==> src/rtl/irq_pkg.sv <==
package irq_pkg;

    localparam int unsigned NFLAG = 16;

    localparam int BIT_ACT_HALF  = 0;
    localparam int BIT_BOOTED    = 6;
    localparam int BIT_APP_HALF  = 10;
    localparam int BIT_PWR_UP    = 13;
    localparam int BIT_PWR_DOWN  = 14;
    localparam int BIT_SPARE     = 15;

    // Flags set straight from evt_i: 1,2,3,4,5,7,8,9,11,12
    localparam logic [NFLAG-1:0] DIRECT_MASK = 16'h1BBE;

    // Flags allowed to reach the interrupt line (not 6, not 15)
    localparam logic [NFLAG-1:0] IRQ_MASK = 16'h7FBF;

    typedef enum logic {
        LC_BOOT,
        LC_RUN
    } lc_state_e;

    typedef enum logic {
        DET_COLD,
        DET_ARMED
    } det_state_e;

endpackage

==> src/rtl/irq_msb_rise.sv <==
module irq_msb_rise
    import irq_pkg::*;
(
    input  logic clk,
    input  logic rst_n,
    input  logic msb_i,
    output logic rise_o
);

    det_state_e state_q, state_d;
    logic       prev_q;

    always_comb begin
        state_d = state_q;
        unique case (state_q)
            DET_COLD:  state_d = DET_ARMED;
            DET_ARMED: state_d = DET_ARMED;
        endcase
    end

    always_ff @(posedge clk or negedge rst_n) begin
        if (!rst_n) begin
            state_q <= DET_COLD;
            prev_q  <= 1'b0;
        end else begin
            state_q <= state_d;
            prev_q  <= msb_i;
        end
    end

    always_comb begin
        rise_o = 1'b0;
        unique case (state_q)
            DET_COLD:  rise_o = 1'b0;
            DET_ARMED: rise_o = msb_i && !prev_q;
        endcase
    end

endmodule

==> src/rtl/irq_sign_change.sv <==
module irq_sign_change
    import irq_pkg::*;
#(
    parameter int unsigned PWR_W = 24
) (
    input  logic             clk,
    input  logic             rst_n,
    input  logic [PWR_W-1:0] pwr_i,
    output logic             to_pos_o,
    output logic             to_neg_o
);

    localparam int unsigned SIGN_BIT = PWR_W - 1;

    det_state_e state_q, state_d;
    logic       was_neg_q;
    logic       is_neg;

    assign is_neg = pwr_i[SIGN_BIT];

    always_comb begin
        state_d = state_q;
        unique case (state_q)
            DET_COLD:  state_d = DET_ARMED;
            DET_ARMED: state_d = DET_ARMED;
        endcase
    end

    always_ff @(posedge clk or negedge rst_n) begin
        if (!rst_n) begin
            state_q   <= DET_COLD;
            was_neg_q <= 1'b0;
        end else begin
            state_q   <= state_d;
            was_neg_q <= is_neg;
        end
    end

    always_comb begin
        to_pos_o = 1'b0;
        to_neg_o = 1'b0;
        unique case (state_q)
            DET_COLD: begin
                to_pos_o = 1'b0;
                to_neg_o = 1'b0;
            end
            DET_ARMED: begin
                to_pos_o = was_neg_q && !is_neg;
                to_neg_o = !was_neg_q && is_neg;
            end
        endcase
    end

endmodule

==> src/rtl/irq_flag_bank.sv <==
module irq_flag_bank
    import irq_pkg::*;
(
    input  logic             clk,
    input  logic             rst_n,
    input  logic [NFLAG-1:0] set_i,
    input  logic             clr_i,
    output logic [NFLAG-1:0] flags_o
);

    logic [NFLAG-1:0] flags_q;

    for (genvar g = 0; g < NFLAG; g++) begin : g_flag
        if (g == BIT_SPARE) begin : g_tied
            always_ff @(posedge clk or negedge rst_n) begin
                if (!rst_n) flags_q[g] <= 1'b0;
                else        flags_q[g] <= 1'b0;
            end
        end else begin : g_live
            always_ff @(posedge clk or negedge rst_n) begin
                if (!rst_n)        flags_q[g] <= 1'b0;
                else if (set_i[g]) flags_q[g] <= 1'b1;
                else if (clr_i)    flags_q[g] <= 1'b0;
            end
        end
    end

    assign flags_o = flags_q;

endmodule

==> src/rtl/irq_host_port.sv <==
module irq_host_port
    import irq_pkg::*;
#(
    parameter int unsigned ADDR_W   = 8,
    parameter int unsigned ADR_EN   = 'h0A,
    parameter int unsigned ADR_PEEK = 'h0B,
    parameter int unsigned ADR_TAKE = 'h0C
) (
    input  logic              clk,
    input  logic              rst_n,
    input  logic [ADDR_W-1:0] addr_i,
    input  logic              wr_i,
    input  logic              rd_i,
    input  logic [NFLAG-1:0]  wdata_i,
    input  logic [NFLAG-1:0]  flags_i,
    output logic [NFLAG-1:0]  rdata_o,
    output logic [NFLAG-1:0]  en_o,
    output logic              clr_o
);

    localparam logic [ADDR_W-1:0] A_EN   = ADDR_W'(ADR_EN);
    localparam logic [ADDR_W-1:0] A_PEEK = ADDR_W'(ADR_PEEK);
    localparam logic [ADDR_W-1:0] A_TAKE = ADDR_W'(ADR_TAKE);

    logic [NFLAG-1:0] en_q;

    always_ff @(posedge clk or negedge rst_n) begin
        if (!rst_n)                         en_q <= '0;
        else if (wr_i && (addr_i == A_EN))  en_q <= wdata_i;
    end

    always_comb begin
        rdata_o = '0;
        if (rd_i) begin
            if (addr_i == A_EN)
                rdata_o = en_q;
            else if ((addr_i == A_PEEK) || (addr_i == A_TAKE))
                rdata_o = flags_i;
        end
    end

    assign clr_o = rd_i && (addr_i == A_TAKE);
    assign en_o  = en_q;

endmodule

==> src/rtl/irq_status_ctrl.sv <==
module irq_status_ctrl
    import irq_pkg::*;
#(
    parameter int unsigned PWR_W  = 24,
    parameter int unsigned ADDR_W = 8
) (
    input  logic              clk,
    input  logic              rst_n,
    input  logic [15:0]       evt_i,
    input  logic              act_msb_i,
    input  logic              app_msb_i,
    input  logic [PWR_W-1:0]  pwr_i,
    input  logic [ADDR_W-1:0] bus_addr_i,
    input  logic              bus_wr_i,
    input  logic              bus_rd_i,
    input  logic [15:0]       bus_wdata_i,
    output logic [15:0]       bus_rdata_o,
    output logic              irq_n_o
);

    lc_state_e        lc_q, lc_d;
    logic             boot_done;
    logic             act_rise, app_rise, pwr_up, pwr_down;
    logic [NFLAG-1:0] set_vec;
    logic [NFLAG-1:0] flags_q;
    logic [NFLAG-1:0] en_q;
    logic             clr_rd;

    // lifecycle state register
    always_ff @(posedge clk or negedge rst_n) begin
        if (!rst_n) lc_q <= LC_BOOT;
        else        lc_q <= lc_d;
    end

    // lifecycle next state and outputs
    always_comb begin
        lc_d      = lc_q;
        boot_done = 1'b0;
        unique case (lc_q)
            LC_BOOT: begin
                lc_d      = LC_RUN;
                boot_done = 1'b1;
            end
            LC_RUN: begin
                lc_d      = LC_RUN;
                boot_done = 1'b0;
            end
        endcase
    end

    irq_msb_rise u_act_rise (
        .clk    (clk),
        .rst_n  (rst_n),
        .msb_i  (act_msb_i),
        .rise_o (act_rise)
    );

    irq_msb_rise u_app_rise (
        .clk    (clk),
        .rst_n  (rst_n),
        .msb_i  (app_msb_i),
        .rise_o (app_rise)
    );

    irq_sign_change #(.PWR_W(PWR_W)) u_sign (
        .clk      (clk),
        .rst_n    (rst_n),
        .pwr_i    (pwr_i),
        .to_pos_o (pwr_up),
        .to_neg_o (pwr_down)
    );

    always_comb begin
        set_vec               = evt_i & DIRECT_MASK;
        set_vec[BIT_ACT_HALF] = act_rise;
        set_vec[BIT_APP_HALF] = app_rise;
        set_vec[BIT_PWR_UP]   = pwr_up;
        set_vec[BIT_PWR_DOWN] = pwr_down;
        set_vec[BIT_BOOTED]   = boot_done;
    end

    irq_flag_bank u_flags (
        .clk     (clk),
        .rst_n   (rst_n),
        .set_i   (set_vec),
        .clr_i   (clr_rd),
        .flags_o (flags_q)
    );

    irq_host_port #(.ADDR_W(ADDR_W)) u_host (
        .clk     (clk),
        .rst_n   (rst_n),
        .addr_i  (bus_addr_i),
        .wr_i    (bus_wr_i),
        .rd_i    (bus_rd_i),
        .wdata_i (bus_wdata_i),
        .flags_i (flags_q),
        .rdata_o (bus_rdata_o),
        .en_o    (en_q),
        .clr_o   (clr_rd)
    );

    assign irq_n_o = !(|(flags_q & en_q & IRQ_MASK));

endmodule

==> config.mk <==
export PLATFORM = sky130hd
export DESIGN_NAME = irq_status_ctrl
export DESIGN_NICKNAME = d
export VERILOG_FILES = /design/src/rtl/irq_pkg.sv /design/src/rtl/irq_msb_rise.sv /design/src/rtl/irq_sign_change.sv /design/src/rtl/irq_flag_bank.sv /design/src/rtl/irq_host_port.sv /design/src/rtl/irq_status_ctrl.sv
export SDC_FILE = /design/constraint.sdc
export NUM_CORES = 1
export LEC_CHECK = 0
export ABC_AREA = 1
export BUFFER_PORTS_ARGS = -buffer_cell sky130_fd_sc_hd__buf_2
export CAP_MARGIN = 15
export CORE_MARGIN = 2
export CORE_UTILIZATION = 40
export DETAILED_ROUTE_END_ITERATION = 16
export PLACE_DENSITY_LB_ADDON = 0.12
export RECOVER_POWER = 25
export SYNTH_ARGS = -nofsm -noshare
export SYNTH_HDL_FRONTEND = slang
export SYNTH_SLANG_ARGS = --single-unit
==> constraint.sdc <==
create_clock -name clk -period 1.02 [get_ports clk]
set_clock_uncertainty 0.2 [all_clocks]
set_input_delay 0.102 -clock clk [delete_from_list [all_inputs] [get_ports clk]]
set_output_delay 0.102 -clock clk [all_outputs]
set_load 0.02 [all_outputs]
==> reports/qor.yml, run 1 <==
yosys:
  yosys.area.top_type_share: 0.479
  yosysTopAreaCell: "dfrtp_1"
  syn_area_um2: 1830
  synthCells: 223
  ys_ff_latch: 35
  yosysMostFrequentCell: "nand2_1"
  ys_types: 22
  ys_top_cells_by_area: "dfrtp_1 48%, nand2_1 9.2%, nand3_1 8.8%"
  synthArstFlopShare: 1.00
  yosys_most_used_dff: "dfrtp_1"
  synth_top_cells_by_count: "45 x nand2_1, 35 x dfrtp_1, 32 x nand3_1"
  syn-num-nets: 293
  synth_edf_count: 0
  yosysWarnings: 0
  yosysSeqAreaShare: 0.479
  avgSynthCellArea_um2: 8.20
place:
  portBuffers: 57
  place_congestion: 0.766
  pre_cts_ws_ns: -0.507
  hpwlAfterDp_mm: 3.66
floorplanning:
  rows: 24
  die_w_um: 71.6
  ios: 87
  start_util: 0.417
  die_h_um: 71.6
clock_tree:
  cts-root-buf: "clkbuf_8"
  cts.sinks: 35
  htreeDepth: 2
  ctsLongestPathBuffers: 2
  cts_made_buffers: 5
timing:
  endpoint_type: "primary output"
  crit_endpoint: "irq_n_o"
grt:
  grt_start_max_net_pins: 36
  antenna_found_initial: 0
outcome:
  error: "[ERROR DPL-0033] detailed placement checks failed during check placement."
  status: "stopped before the end"
  stop_stage: "5_1_grt"
repair_timing:
| action | CTS |
|---|---|
| endpoints found under the hold margin | 68 |
| hold buffers | 30 |
| pin swaps | 32 |
| cloned | 5 |
| gates resized for setup | 127 |
| setup endpoints to repair | 48 |
| buffers inserted | 18 |
kinds of logic after synthesis:
family          count (synthesis)  share of synthesized area
other cells                     1                    0.00205
buf+inv                        37                     0.0972
simple gates                  100                      0.261
compound gates                 50                      0.160
flops                          35                      0.479
metrics by stage:
stage               instances  cell area (um2)  hold WS (ns)
floorplan                 223             2210        -0.394
global placement          367             2900        -0.120
detailed placement        367             2900        -0.120
CTS                       425             3990        0.0368
==> inputs of run 2 (changes only) <==
Settings changed: CORE_UTILIZATION 40 to 25, PLACE_DENSITY_LB_ADDON 0.12 to 0.15.
Clock period 1.02 ns to 1.3 ns, I/O delays scaled along.
==> run 2 against run 1 <==
Net effect:
- the flow now finishes, with violations (negative setup slack)
- area after synthesis did not move
- synthesized cell count unchanged
==> reports/qor.yml, run 2 <==
outcome:
  status: "finished, violations left"
  violations: "negative setup slack"
yosys:
  yosysMostFrequentCell: "nand2_1"
  yosys.area.top_type_share: 0.479  # unchanged
  synthArstFlopShare: 1.00  # unchanged
  yosysSeqAreaShare: 0.479  # unchanged
  ys_ff_latch: 35  # unchanged
  syn_area_um2: 1830  # unchanged
  ys_top_cells_by_area: "dfrtp_1 48%, nand2_1 9.2%, nand3_1 8.8%"
  syn-num-nets: 293  # unchanged
  yosys_most_used_dff: "dfrtp_1"
  synth_top_cells_by_count: "45 x nand2_1, 35 x dfrtp_1, 32 x nand3_1"
  yosysTopAreaCell: "dfrtp_1"
  synthCells: 223  # unchanged
  synth_edf_count: 0  # unchanged
  avgSynthCellArea_um2: 8.20  # unchanged
  yosysWarnings: 0  # unchanged
  ys_types: 22  # unchanged
clock_tree:
  ctsLongestPathBuffers: 2  # unchanged
  cts_made_buffers: 5  # unchanged
  cts-root-buf: "clkbuf_8"
  tritoncts: "done"
  htreeDepth: 2  # unchanged
  clkTransAtPathRegs_ns: 0.07
  cts.sinks: 35  # unchanged
  clock_latency_ns: 0.29
floorplanning:
  die-area_um2: 8010
  ios: 87  # unchanged
  die_h_um: 89.5  # +25%
  start_util: 0.255  # -0.162
  die_w_um: 89.5  # +25%
  core_area_um2: 7180
  rows: 31  # +29%
cells_and_area:
  fin_area_um2: 3900
  fin_nets: 434
  layout_common_cells: "38 x nand2_1, 35 x dfrtp_1, 34 x buf_2, 33 x buf_4, 32 x buf_6"
  final_common_cell: "nand2_1"
  largest_reg_flops: 16
  drive_above_1_share: 0.564
  final_cells: 464
  area_delta_synth_final_pct: 113
  antennaDiodeCount: 0
  fill_cells: 647
timing:
  rsz0062_at_grt: "yes"
  fmaxAchievable_ghz: 0.621
  setup_viol: 27
  min_period_over_period: 1.24
  final_max_slew_viol_count: 0
  hold_viol: 0
  finalWorstSetupSlack_ns: -0.311
  period_needed_ns: 1.61
route:
  first_pass_iters: 4
  wirelength_mm: 6.21
  vias_per_cell: 4.30
  drc: 0
  num_vias: 1996
  wl_per_cell_um: 13.4
  ant_nets: 0
  drtIter0Drc: 34
worst_setup_path:
  cp.arrival_ns: 1.28
  critPathLaunchType: "flop"
  critPathKind: "reg2out"
  worstSetupEndpointType: "output port"
  cp_max_fo: 2
  worstPathRequired_ns: 0.97
place:
  portBuffers: 57  # unchanged
  placed_cell_area_um2: 2700  # -6.9%
  dp.cells: 407  # +11%
  place_congestion: 0.708  # -7.6%
  hpwlAfterDp_mm: 3.89  # +6.3%
grt:
  grt_start_max_net_pins: 36
  grt_pass1_vias: 2021
  grt_pass1_wl_mm: 10.0
  antenna_found_initial: 0
  grt.overflow.total: 0
  track_usage: 0.169
run:
  drv_cap: 0
power:
  ir_worst_vdd_mv: 0.312
  powerDensity_nw_per_um2: 630
  p_total_mw: 2.46
  leakage_nw: 1.71
hold_path:
  hold_path_class: "in2reg"
run 2: cell counts after synthesis:
No cell type changed its count.
run 2: critical path, cell delays in order (launching register included):
cell     delay, ns
dfrtp_1       0.41
inv_1         0.08
o22ai_1       0.09
nor2_1        0.09
nand2_1       0.07
nor2_2        0.13
buf_6         0.13
run 2: kinds of logic (layout without fill, tap and decap cells):
group / count (synthesis) / count (layout) / share of synthesized area
buffers and inverters: 37 / 179 / 0.0972
other: 1 / 1 / 0.00205
AOI/OAI and AO/OA: 50 / 50 / 0.160
DFF: 35 / 35 / 0.479
and+or+nand+nor: 100 / 100 / 0.261
run 2: final cells by class:
type / instances / area [um2] / area share
tap: 99 / 124 / 0.0317
sequential: 35 / 876 / 0.224
clock inverter: 1 / 5.00 / 0.00128
inverter: 27 / 104 / 0.0266
clock buffer: 7 / 76.3 / 0.0196
timing repair buffer: 144 / 1390 / 0.357
multi-input combinational: 151 / 1330 / 0.340
run 2: report_power, final:
part	switching (mW)	internal [mW]
sequential	0.0285	1.13
clock	0.399	0.376
combinational	0.243	0.283
run 2: what timing repair did:
item                                    CTS  global route
setup buffers                            11             6
endpoints found under the hold margin    68             0
endpoints found under the setup margin   17            33
hold buffers                             30             0
pin swaps                                27            27
gates cloned                              5             0
gates resized for setup                 107            54
run 2: per-stage QoR:
step / util / setup TNS (ns) / setup slack, ns / hold slack [ns]
final: 0.544 / -3.49 / -0.311 / 0.0357
after global routing: 0.544 / -5.16 / -0.400 / 0.0669
after CTS: 0.513 / -3.90 / -0.312 / 0.131
after detailed placement: 0.376 / -7.33 / -0.265 / -0.0871
after global placement: 0.376 / -7.33 / -0.256 / -0.0890
after floorplan: - / -0.159 / -0.0195 / -0.366
run 2: final timing paths:
kind                                           startpoint                               to  slack, ns  cells after the start
hold reg to reg               u_app_rise.prev_q$_DFF_PN0_  u_flags.flags_o[10]$_DFFE_PN0P_       0.29                      2
max in group asynchronous                           rst_n       u_host.en_o[0]$_DFFE_PN0P_       0.31                      3
hold / removal                                   bus_rd_i   u_flags.flags_o[6]$_DFFE_PN0P_       0.04                      4
min in group asynchronous                           rst_n   u_flags.flags_o[6]$_DFFE_PN0P_       0.24                      3
setup reg to reg               u_host.en_o[5]$_DFFE_PN0P_       u_host.en_o[5]$_DFFE_PN0P_       0.21                      4
setup / recovery           u_flags.flags_o[1]$_DFFE_PN0P_                          irq_n_o      -0.31                      6
run 2: metal layers:
metal	up-vias	track usage	wire length, um
met5	-	0	0
met1	948	0.219	2750
li1	1012	-	-
met2	30	0.290	3220
met4	0	0.0488	85
met3	6	0.0286	151
Power figures use the tool's default switching activity.
